**config.mk**
```make
export PLATFORM = sky130hd
export DESIGN_NAME = nbar_unit
export DESIGN_NICKNAME = d
export VERILOG_FILES = /design/src/rtl/nbar_pkg.sv /design/src/rtl/nbar_slot.sv /design/src/rtl/nbar_waiter.sv /design/src/rtl/nbar_unit.sv
export SDC_FILE = /design/constraint.sdc
export NUM_CORES = 2
export LEC_CHECK = 0
export ABC_AREA = 1
export BUFFER_PORTS_ARGS = -buffer_cell sky130_fd_sc_hd__buf_4
export CORE_ASPECT_RATIO = 0.75
export CORE_UTILIZATION = 35
export CTS_CLUSTER_DIAMETER = 200
export DETAILED_ROUTE_END_ITERATION = 8
export GPL_ROUTABILITY_DRIVEN = 0
export MAX_ROUTING_LAYER = met4
export SLEW_MARGIN = 0
export SYNTH_ARGS = -nofsm -noshare
export SYNTH_HDL_FRONTEND = slang
export SYNTH_SLANG_ARGS = --single-unit
```
**constraint.sdc**
```tcl
create_clock -name clk -period 4.11 [get_ports clk]
set_input_delay 0.822 -clock clk [delete_from_list [all_inputs] [get_ports clk]]
set_output_delay 0.822 -clock clk [all_outputs]
set_load 0.005 [all_outputs]
```
**src/rtl/nbar_pkg.sv**
```systemverilog
package nbar_pkg;
   typedef enum logic {
      OP_SYNC   = 1'b0,
      OP_ARRIVE = 1'b1
   } nbar_op_e;
endpackage

```
**src/rtl/nbar_slot.sv**
```systemverilog
module nbar_slot
   import nbar_pkg::*;
#(
   parameter int NPORT        = 2,
   parameter int CNT_W        = 10,
   parameter int GEN_W        = 4,
   parameter int WARP_THREADS = 32
) (
   input  logic                         clk,
   input  logic                         rst_n,
   input  logic [NPORT-1:0]             hit,
   input  logic [NPORT-1:0][CNT_W-1:0]  cnt,
   output logic                         complete,
   output logic                         done_q,
   output logic [GEN_W-1:0]             gen_q,
   output logic                         mis_q,
   output logic                         ovf_q
);
   localparam int SUM_W = CNT_W + 1;

   logic [CNT_W-1:0] fill_q, tgt_q;
   logic [CNT_W-1:0] first_cnt, tgt_eff;
   logic [SUM_W-1:0] total;
   logic             found, any_mis;

   always_comb begin
      first_cnt = '0;
      found     = 1'b0;
      for (int p = 0; p < NPORT; p++) begin
         if (hit[p] && !found) begin
            first_cnt = cnt[p];
            found     = 1'b1;
         end
      end
      tgt_eff = (fill_q == '0) ? first_cnt : tgt_q;
      any_mis = 1'b0;
      total   = {1'b0, fill_q};
      for (int p = 0; p < NPORT; p++) begin
         if (hit[p]) begin
            total = total + SUM_W'(WARP_THREADS);
            if (cnt[p] != tgt_eff) any_mis = 1'b1;
         end
      end
      complete = found && (total >= {1'b0, tgt_eff});
   end

   always_ff @(posedge clk) begin
      if (!rst_n) begin
         fill_q <= '0;
         tgt_q  <= '0;
         gen_q  <= '0;
         done_q <= 1'b0;
         mis_q  <= 1'b0;
         ovf_q  <= 1'b0;
      end else begin
         done_q <= complete;
         if (any_mis) mis_q <= 1'b1;
         if (complete) begin
            fill_q <= '0;
            gen_q  <= gen_q + 1'b1;
            if (total > {1'b0, tgt_eff}) ovf_q <= 1'b1;
         end else if (found) begin
            fill_q <= total[CNT_W-1:0];
            tgt_q  <= tgt_eff;
         end
      end
   end

   assert_fill_below_target_R4: assert property (@(posedge clk) disable iff (!rst_n)
      (fill_q != '0) |-> (fill_q < tgt_q));
   assert_done_empties_R6: assert property (@(posedge clk) disable iff (!rst_n)
      done_q |-> (fill_q == '0));
   assert_gen_step_R6: assert property (@(posedge clk) disable iff (!rst_n)
      done_q |-> (gen_q == $past(gen_q) + 1'b1));
   assert_mismatch_sticky_R8: assert property (@(posedge clk) disable iff (!rst_n)
      mis_q |=> mis_q);
   assert_overflow_sticky_R9: assert property (@(posedge clk) disable iff (!rst_n)
      ovf_q |=> ovf_q);
endmodule

```
**src/rtl/nbar_waiter.sv**
```systemverilog
module nbar_waiter
   import nbar_pkg::*;
#(
   parameter int NPORT   = 2,
   parameter int NUM_BAR = 16,
   parameter int WID_W   = 4,
   parameter int BID_W   = 4,
   parameter int MY_ID   = 0
) (
   input  logic                         clk,
   input  logic                         rst_n,
   input  logic [NPORT-1:0]             acc,
   input  logic [NPORT-1:0][WID_W-1:0]  req_warp,
   input  logic [NPORT-1:0][BID_W-1:0]  req_bar,
   input  logic [NPORT-1:0]             req_op,
   input  logic [NUM_BAR-1:0]           done_now,
   output logic                         stall_q,
   output logic                         rel_q
);
   logic             iss;
   logic [BID_W-1:0] iss_bar, wait_bar_q;

   always_comb begin
      iss     = 1'b0;
      iss_bar = '0;
      for (int p = 0; p < NPORT; p++) begin
         if (acc[p] && (req_op[p] == OP_SYNC) && (req_warp[p] == WID_W'(MY_ID))) begin
            iss     = 1'b1;
            iss_bar = req_bar[p];
         end
      end
   end

   always_ff @(posedge clk) begin
      if (!rst_n) begin
         stall_q    <= 1'b0;
         rel_q      <= 1'b0;
         wait_bar_q <= '0;
      end else begin
         rel_q <= 1'b0;
         if (stall_q) begin
            if (done_now[wait_bar_q]) begin
               stall_q <= 1'b0;
               rel_q   <= 1'b1;
            end
         end else if (iss) begin
            if (done_now[iss_bar]) begin
               rel_q <= 1'b1;
            end else begin
               stall_q    <= 1'b1;
               wait_bar_q <= iss_bar;
            end
         end
      end
   end

   assert_release_not_stalled_R5: assert property (@(posedge clk) disable iff (!rst_n)
      rel_q |-> !stall_q);
   assert_unstall_with_release_R2: assert property (@(posedge clk) disable iff (!rst_n)
      $fell(stall_q) |-> rel_q);
endmodule

```
**src/rtl/nbar_unit.sv**
```systemverilog
module nbar_unit
   import nbar_pkg::*;
#(
   parameter int NUM_BAR      = 16,
   parameter int NUM_WARPS    = 16,
   parameter int NPORT        = 2,
   parameter int WARP_THREADS = 32,
   parameter int CNT_W        = 10,
   parameter int GEN_W        = 4,
   localparam int BID_W       = $clog2(NUM_BAR),
   localparam int WID_W       = $clog2(NUM_WARPS)
) (
   input  logic                                clk,
   input  logic                                rst_n,
   input  logic [NPORT-1:0]                    req_valid,
   input  logic [NPORT-1:0][WID_W-1:0]         req_warp,
   input  logic [NPORT-1:0][BID_W-1:0]         req_bar,
   input  logic [NPORT-1:0]                    req_op,
   input  logic [NPORT-1:0][CNT_W-1:0]         req_count,
   output logic [NUM_WARPS-1:0]                warp_stall,
   output logic [NUM_WARPS-1:0]                warp_release,
   output logic [NUM_BAR-1:0]                  bar_done,
   output logic [NUM_BAR-1:0]                  err_mismatch,
   output logic [NUM_BAR-1:0]                  err_overflow,
   output logic [NUM_BAR-1:0][GEN_W-1:0]       bar_gen
);
   initial begin
      assert (NUM_BAR >= 2 && (1 << BID_W) == NUM_BAR)
         else $error("NUM_BAR must be a power of two");
      assert (NUM_WARPS >= 2 && (1 << WID_W) == NUM_WARPS)
         else $error("NUM_WARPS must be a power of two");
      assert (NPORT * WARP_THREADS < (1 << CNT_W))
         else $error("CNT_W too narrow for one cycle of arrivals");
      assert (NUM_WARPS * WARP_THREADS < (1 << CNT_W))
         else $error("CNT_W too narrow for a block-wide barrier");
   end

   logic [NPORT-1:0]   acc;
   logic [NUM_BAR-1:0] done_now;

   always_comb begin
      for (int p = 0; p < NPORT; p++)
         acc[p] = req_valid[p] && !warp_stall[req_warp[p]];
   end

   for (genvar b = 0; b < NUM_BAR; b++) begin : g_bar
      logic [NPORT-1:0] hit;
      always_comb begin
         for (int p = 0; p < NPORT; p++)
            hit[p] = acc[p] && (req_bar[p] == BID_W'(b));
      end
      nbar_slot #(
         .NPORT(NPORT), .CNT_W(CNT_W), .GEN_W(GEN_W), .WARP_THREADS(WARP_THREADS)
      ) u_slot (
         .clk(clk), .rst_n(rst_n), .hit(hit), .cnt(req_count),
         .complete(done_now[b]), .done_q(bar_done[b]), .gen_q(bar_gen[b]),
         .mis_q(err_mismatch[b]), .ovf_q(err_overflow[b])
      );
   end

   for (genvar w = 0; w < NUM_WARPS; w++) begin : g_warp
      nbar_waiter #(
         .NPORT(NPORT), .NUM_BAR(NUM_BAR), .WID_W(WID_W), .BID_W(BID_W), .MY_ID(w)
      ) u_wait (
         .clk(clk), .rst_n(rst_n), .acc(acc), .req_warp(req_warp),
         .req_bar(req_bar), .req_op(req_op), .done_now(done_now),
         .stall_q(warp_stall[w]), .rel_q(warp_release[w])
      );
   end

   assert_release_needs_done_R5: assert property (@(posedge clk) disable iff (!rst_n)
      (warp_release != '0) |-> (bar_done != '0));
endmodule

```
* Yosys cells after proc, flatten, opt, wreduce, memory -nomap -nowiden
Cells that the tools add are included.
** Word-level totals
- Bits in registers :: 528
- Input bits :: 42
- Output and inout bits :: 144
- Word-level logic and storage cells :: 1039
** Cells by class
- Add/sub/neg operators :: 48
- $lt $le $gt $ge :: 66
- Equal/unequal tests :: 92
- Mux-type cells :: 436
- Bitwise gates (word level) :: 51
- Reduce and logical (&&, ||, !) cells :: 202
** Operators with widths (number)
- 10-bit 2-to-1 mux :: 48
- 11-bit 2-to-1 mux :: 32
- 10-bit inequality test :: 32
- 1-bit 2-to-1 mux :: 290
- 10-bit by 6-bit adder with 11-bit output (second input constant) :: 16
- 11-bit by 6-bit adder with 11-bit output (second input constant) :: 16
- 11-bit by 10-bit greater-or-equal comparator with 1-bit output :: 16
- 11-bit by 10-bit greater-than comparator with 1-bit output :: 16
- 4-bit by 5-bit < comparator with 1-bit output (second input constant) :: 34
- 10-bit zero test :: 16
- 1-bit binary-select mux with 4-bit select :: 34
- 4-bit equality test (second input constant) :: 32
- 4-bit 2-to-1 mux :: 32
- 1-bit logical AND :: 100
- 4-bit by 1-bit adder with 4-bit output (second input constant) :: 16
- 4-bit by 3-bit equality test with 1-bit output (second input constant) :: 16
- 2-bit AND reduction :: 32
- 1-bit NOT :: 51
- 3-bit AND reduction :: 16
- 4-bit by 2-bit equality test with 1-bit output (second input constant) :: 8
- 2-bit OR reduction :: 16
- 1-bit zero test :: 18
- 4-bit by 1-bit equality test with 1-bit output (second input constant) :: 4
- 4-bit zero test :: 4

* Longest topological paths before layout
- Depth after elaboration :: 17
- Mapped depth :: 36
- Gate-level depth less buffers :: 34

* Modules after synthesis
Synthesis repeated with hierarchy kept, for this count alone.
** Second synthesis, totals
- Cell total of the unflattened synthesis :: 7678
- Area, all modules :: 46198.1 um2
** Modules (own cells, without submodules)
- nbar_slot (g_bar[0].u_slot ...) :: times used 9, cells each 330, area each 1943.1 um2, sequential area each 440.4 um2
- nbar_slot (g_bar[4].u_slot ...) :: times used 3, cells each 310, area each 1945.6 um2, sequential area each 440.4 um2
- nbar_waiter (g_warp[5].u_wait ...) :: times used 3, cells each 145, area each 807.0 um2, sequential area each 120.1 um2
- nbar_slot (g_bar[9].u_slot) :: times used 1, cells each 328, area each 2049.5 um2, sequential area each 440.4 um2
- nbar_slot (g_bar[7].u_slot) :: times used 1, cells each 321, area each 2039.5 um2, sequential area each 440.4 um2
- nbar_slot (g_bar[2].u_slot) :: times used 1, cells each 333, area each 2038.2 um2, sequential area each 440.4 um2
- nbar_slot (g_bar[8].u_slot) :: times used 1, cells each 325, area each 2006.9 um2, sequential area each 440.4 um2
- nbar_waiter (g_warp[13].u_wait ...) :: times used 2, cells each 145, area each 868.3 um2, sequential area each 120.1 um2
- nbar_waiter (g_warp[4].u_wait ...) :: times used 2, cells each 149, area each 865.8 um2, sequential area each 120.1 um2
- nbar_waiter (g_warp[1].u_wait ...) :: times used 2, cells each 136, area each 838.3 um2, sequential area each 120.1 um2
- nbar_waiter (g_warp[7].u_wait) :: times used 1, cells each 147, area each 985.9 um2, sequential area each 120.1 um2
- nbar_waiter (g_warp[11].u_wait) :: times used 1, cells each 146, area each 933.4 um2, sequential area each 120.1 um2
- nbar_waiter (g_warp[12].u_wait) :: times used 1, cells each 141, area each 905.9 um2, sequential area each 120.1 um2
- nbar_waiter (g_warp[0].u_wait) :: times used 1, cells each 138, area each 895.9 um2, sequential area each 120.1 um2
- +4 rows

* Worst setup path before layout
Ideal clock, no wire load.
- Kind :: input -> register
- Start point :: input port req_warp[1] (netlist name)
- End point :: register g_warp[11].u_wait.rel_q
- Setup time :: 0.114 ns
- Arrival time :: 4.208 ns
- Data required time :: 3.996 ns
- Path slack :: -0.213 ns
- Cell stages on the path :: 31
- Path buffers :: 3
- Cell sequence :: buf_4 inv_2 nand3_1 nand2_1 nor2_2 nor2_4 nor2_8 buf_8 nand3_4 inv_2 nand2_1 o21ai_1 ha_1 nand4_1 nor2_1 xor2_1 inv_1 ha_1 inv_1 nor2_1 nor3_1 nand2_2 nand2_1 buf_2 nand2_1 nand3_1 nand3_1 nand3_1 nand3_1 nand2_1 nor2_1
** On the way
- Elaborated cells on any way between the ends :: 227
- Those cells by class :: add/sub: 16; order compare: 16; eq/ne: 1; mux: 126; reduce/logical: 68
** RTL lines
- start: declaration :: RTL line nbar_unit.sv:16 : input logic [NPORT-1:0][WID_W-1:0] req_warp,
- 1-bit binary-select mux with 4-bit select * :: RTL line nbar_unit.sv:43 : acc[p] = req_valid[p] && !warp_stall[req_warp[p]];
- 1-bit 2-to-1 mux (not written as such) * :: RTL line nbar_unit.sv:43
- 1-bit zero test * :: RTL line nbar_unit.sv:43
- 1-bit logical AND * :: RTL line nbar_unit.sv:43
- 1-bit logical AND * :: RTL line nbar_unit.sv:50 : hit[p] = acc[p] && (req_bar[p] == BID_W'(b));
- 11-bit 2-to-1 mux * :: RTL line nbar_slot.sv:39 : if (hit[p]) begin
- 11-bit by 6-bit adder with 11-bit output :: RTL line nbar_slot.sv:40 : total = total + SUM_W'(WARP_THREADS);
- 11-bit 2-to-1 mux * :: RTL line nbar_slot.sv:39
- via g_bar[13].u_slot.total[9] :: RTL line nbar_slot.sv:23 : logic [SUM_W-1:0] total;
- 11-bit by 10-bit greater-or-equal comparator with 1-bit output * :: RTL line nbar_slot.sv:44 : complete = found && (total >= {1'b0, tgt_eff});
- 1-bit logical AND * :: RTL line nbar_slot.sv:44
- 1-bit binary-select mux with 4-bit select :: RTL line nbar_waiter.sv:47 : if (done_now[iss_bar]) begin
- 1-bit 2-to-1 mux (not written as such) :: RTL line nbar_waiter.sv:47
- 1-bit 2-to-1 mux :: RTL line nbar_waiter.sv:47
- 1-bit 2-to-1 mux :: RTL line nbar_waiter.sv:46 : end else if (iss) begin
- 1-bit 2-to-1 mux * :: RTL line nbar_waiter.sv:41 : if (stall_q) begin
- end signal: assignment :: RTL line nbar_waiter.sv:40 : rel_q <= 1'b0;
- end signal: assignment :: RTL line nbar_waiter.sv:44 : rel_q <= 1'b1;
- end signal: assignment :: RTL line nbar_waiter.sv:48 : rel_q <= 1'b1;
- end: declaration :: RTL line nbar_waiter.sv:18 : output logic rel_q
Mark *: on every way through the listed nets, which the timed path passes. The rest lies on a longest branch. The select of a mux whose other input is x is not followed.
A chain may end at the register's enable or synchronous reset.

* Final worst setup path
- Start point :: register g_warp[3].u_wait.stall_q
- End point :: register g_warp[13].u_wait.wait_bar_q[2]
** On the way
- Elaborated cells on any way between the ends :: 244
- Those cells by class :: add/sub: 16; order compare: 16; mux: 122; bitwise: 1; reduce/logical: 89
** RTL lines
- start: declaration :: RTL line nbar_waiter.sv:17 : output logic stall_q,
- start signal: assignment :: RTL line nbar_waiter.sv:36 : stall_q <= 1'b0;
- start signal: assignment :: RTL line nbar_waiter.sv:43 : stall_q <= 1'b0;
- start signal: assignment :: RTL line nbar_waiter.sv:50 : stall_q <= 1'b1;
- 1-bit binary-select mux with 4-bit select :: RTL line nbar_unit.sv:43
- 1-bit 2-to-1 mux (not written as such) :: RTL line nbar_unit.sv:43
- 1-bit zero test :: RTL line nbar_unit.sv:43
- 1-bit logical AND :: RTL line nbar_unit.sv:43
- 1-bit logical AND :: RTL line nbar_unit.sv:50
- 11-bit 2-to-1 mux :: RTL line nbar_slot.sv:39
- 11-bit by 6-bit adder with 11-bit output :: RTL line nbar_slot.sv:40
- 11-bit 2-to-1 mux * :: RTL line nbar_slot.sv:39
- via g_bar[13].u_slot.total[9] :: RTL line nbar_slot.sv:23
- 11-bit by 10-bit greater-or-equal comparator with 1-bit output * :: RTL line nbar_slot.sv:44
- 1-bit logical AND * :: RTL line nbar_slot.sv:44
- 1-bit binary-select mux with 4-bit select * :: RTL line nbar_waiter.sv:47
- 1-bit 2-to-1 mux (not written as such) * :: RTL line nbar_waiter.sv:47
- 1-bit NOT (no line) *
- 3-bit AND reduction (no line) *
- end signal: assignment :: RTL line nbar_waiter.sv:51 : wait_bar_q <= iss_bar;
- end: declaration :: RTL line nbar_waiter.sv:21 : logic [BID_W-1:0] iss_bar, wait_bar_q;
Marks and branches as above.

==> impl_metrics.env <==
export IMPL_combPwrFrac=0.347
export IMPL_crit_path_start="g_warp[3].u_wait.stall_q"
export IMPL_ys_ff_latch=448
export IMPL_synth_warnings=0
export IMPL_cts_hold_buf=0
export IMPL_dr_pass1_iters=8
export IMPL_vias=48494
export IMPL_fp_dieH_microns=289
export IMPL_placed_cell_area_sq_mm=0.0470
export IMPL_syn_mean_instance_area_sq_um=6.07
export IMPL_drive_gt1_frac=0.323
export IMPL_drt_total_wl_microns=180000
export IMPL_switchingPower_mw=5.55
export IMPL_r2r_end="g_warp[13].u_wait.wait_bar_q[2]"
export IMPL_endpoint="g_warp[13].u_wait.wait_bar_q[2]"
export IMPL_power_density_mw_per_mm2=273
export IMPL_hold_violations=0
export IMPL_cts_buffers=55
export IMPL_clock_path_buffers=3
export IMPL_core_sq_mm=0.108
export IMPL_period_share=1.06
export IMPL_synth_top_family_by_area="simple AND/OR/NAND/NOR gates"
export IMPL_grt_pass1_wl_microns=250000
export IMPL_dp_hpwl_microns=114000
export IMPL_synth_mux_area_frac=0
export IMPL_synth_edf_count=0
export IMPL_power_internal_mw=9.69
export IMPL_arrival_ns=4.93
export IMPL_crit_family="simple AND/OR/NAND/NOR gates"
export IMPL_postSynth_asyncResetShare=0
export IMPL_antenna_found_initial=2
export IMPL_dieArea_sq_mm=0.111
export IMPL_vias_per_cell=5.52
export IMPL_ir_drop_v=0.000361
export IMPL_cts_reportedPaths_clkPinSlew_ns=0.07
export IMPL_layout_cells_non_filler=8789
export IMPL_ys_seq_area_frac=0.234
export IMPL_clkLatencyLatePin_ns=0.68
export IMPL_port_buffers=185
export IMPL_grt_pass1_vias=41918
export IMPL_stdcell_area_sq_mm=0.0558
export IMPL_grt_setup_unrepaired="true"
export IMPL_rows=104
export IMPL_fin_ws_ns=-0.232
export IMPL_fp_dieW_microns=384
export IMPL_leakagePower_nw=27.0
export IMPL_cts_root_buf="clkbuf_16"
export IMPL_seqPwrFrac=0.304
export IMPL_synth_compound_area_frac=0.129
export IMPL_synth_distinct_cells=61
export IMPL_cp_depth=36
export IMPL_rr_startpoint="g_warp[3].u_wait.stall_q"
export IMPL_hold_ws_ns=0.449
export IMPL_route_detailed_drc=0
export IMPL_ctsHtreeMaxLevel=2
export IMPL_synth_top_area_frac=0.234
export IMPL_slew_violations=0
export IMPL_ff2ff_path_depth=36
export IMPL_worstSetupEndpointType="flip-flop"
export IMPL_cp_max_fo=7
export IMPL_fin_nets=7482
export IMPL_cpPeakStageDelay_ns=0.37
export IMPL_cp_required_ns=4.70
export IMPL_synth_area_sq_mm=0.0384
export IMPL_maxCapViolCount=0
export IMPL_drtIter0Drc=5791
export IMPL_total_power_mw=15.2
export IMPL_synthCells=6330
export IMPL_final_core_util=0.517
export IMPL_tns_ns=-15.37
export IMPL_hold_class="flip-flop to flip-flop"
export IMPL_io_pins=186
export IMPL_netlist_top_cells_area="dfxtp_1, nand2_1, nand3_1"
export IMPL_drtAntennaViolNets=0
export IMPL_most_common_layout_cells="nand2_1, buf_4, inv_1, nand3_1, dfxtp_1"
export IMPL_yosys_area_share_adder=0.0433
export IMPL_min_period_ns=4.34
export IMPL_fmax_mhz=230
export IMPL_p_clk_frac=0.349
export IMPL_path_buf_inv=10
export IMPL_cp_start_kind="flip-flop"
export IMPL_placed_cells=8445
export IMPL_cts_tree="yes"
export IMPL_initial_core_util=0.356
export IMPL_mostFrequentLayoutCell="nand2_1"
export IMPL_slew_headroom=0.286
export IMPL_violations="setup timing"
export IMPL_r2r_slack_ns=-0.23
export IMPL_status="complete, but fails checks"
export IMPL_slowest_stage="dfxtp_4"
export IMPL_p_sw_frac=0.364
export IMPL_area_growth_pct=45.3
export IMPL_wl_per_cell_microns=20.5
export IMPL_overflow=0
export IMPL_dp_slack_ns=-0.860
export IMPL_yosys_area_top_type="dfxtp_1"
export IMPL_tightest_slew_ns=1.06
export IMPL_synth_fp_nets=6505
export IMPL_crit_top_cell="nand2_1"
export IMPL_setup_viol=111
export IMPL_synth_xor_area_frac=0.0545
export IMPL_dominantRegCellSynth="dfxtp_1"
export IMPL_synthSimpleGateAreaFrac=0.408
export IMPL_grt_usage=0.297
export IMPL_critical_path_class="flip-flop to flip-flop"
export IMPL_grt_max_degree=124
export IMPL_skew_ns=0.0389
export IMPL_cts_num_sinks=448
==> area by class of cell <==
| class | instances | area [sq um] |
|---|---|---|
| tap | 1431 | 1790 |
| timing repair buffer | 1302 | 11900 |
| antenna | 5 | 12.5 |
| inverter | 780 | 2970 |
| fill | 10399 | 52200 |
| clock buffer | 68 | 1470 |
| multi-input combinational | 4720 | 28300 |
| sequential | 448 | 9010 |
| clock inverter | 35 | 418 |
==> power by group through the flow <==
stage | registers [mW] | clock network, mW | logic [mW]
CTS | 4.63 | 5.39 | 4.46
floorplan | 4.68 | 0 | 2.40
detailed placement | 4.72 | 0 | 4.27
finish | 4.63 | 5.31 | 5.28
global placement | 4.72 | 0 | 4.23
global route | 4.65 | 5.56 | 5.62
==> routing by layer <==
metal | track usage | vias up | share of wire
met1 | 0.412 | 22243 | 0.41
met4 | 0.105 | 0 | 0.057
met3 | 0.0594 | 713 | 0.13
li1 | - | 22708 | -
met5 | - | - | 0
met2 | 0.424 | 2830 | 0.40
==> cells by family (layout without fill, tap and decap cells) <==
logic type               count (synthesis)  in the layout
AO/OA/AOI/OAI                          848            848
XOR/XNOR                               239            239
adder cells (fa/ha/maj)                133            133
buffers and inverters                 1165           2185
flip-flops                             448            448
other                                    0              5
AND/OR/NAND/NOR                       3497           3500
==> registers in the layout, summed over array words and instances, names as in the netlist <==
register,cells
g_bar.u_slot.done_q,16
g_warp.u_wait.wait_bar_q,64
g_bar.u_slot.tgt_q,160
g_warp.u_wait.stall_q,16
g_warp.u_wait.rel_q,16
g_bar.u_slot.ovf_q,16
g_bar.u_slot.fill_q,80
g_bar.u_slot.mis_q,16
g_bar.u_slot.gen_q,64
==> timing repair <==
action	in CTS	in global routing
cloned	15	28
gates resized for setup	153	936
buffers inserted	70	135
pin swaps	25	389
setup endpoints to repair	139	317
==> tightest hold or removal path, delay by kind of cell, from the launching register on <==
kind             cells  cell delay, ns
flip-flops           1            0.31
AND/OR/NAND/NOR      2            0.10
==> how the worst min path moves through the flow <==
| stage | startpoint | end | slack (ns) | cells past startpoint |
|---|---|---|---|---|
| CTS | g_bar[0].u_slot.tgt_q[5] | g_bar[0].u_slot.tgt_q[5] | 0.45 | 2 |
| finish | g_bar[4].u_slot.ovf_q | g_bar[4].u_slot.ovf_q | 0.45 | 2 |
| global route | g_bar[0].u_slot.tgt_q[9] | g_bar[0].u_slot.tgt_q[9] | 0.47 | 2 |
| global placement | g_bar[0].u_slot.tgt_q[9] | g_bar[0].u_slot.tgt_q[9] | 0.43 | 2 |
| floorplan | g_bar[0].u_slot.tgt_q[5] | g_bar[0].u_slot.tgt_q[5] | 0.42 | 2 |
| detailed placement | g_bar[0].u_slot.tgt_q[6] | g_bar[0].u_slot.tgt_q[6] | 0.44 | 2 |
==> synth_stat cells (10+ instances only) <==
library cell and count:
a211oi_1 10, a21oi_1 260, a221oi_1 16, buf_1 35, buf_2 63, buf_4 113, buf_6 19, clkbuf_1 154
clkinv_1 31, dfxtp_1 448, ha_1 133, inv_1 717, inv_2 30, nand2_1 1757, nand2_2 15, nand3_1 762
nand3_2 60, nand4_1 183, nor2_1 480, nor2_2 12, nor3_1 98, nor4_1 25, o21ai_0 280, o21ai_1 82
o221ai_1 67, o22ai_1 77, o22ai_2 13, or2_2 63, xnor2_1 14, xor2_1 225
No activity file was read; power rests on OpenSTA's default activity.
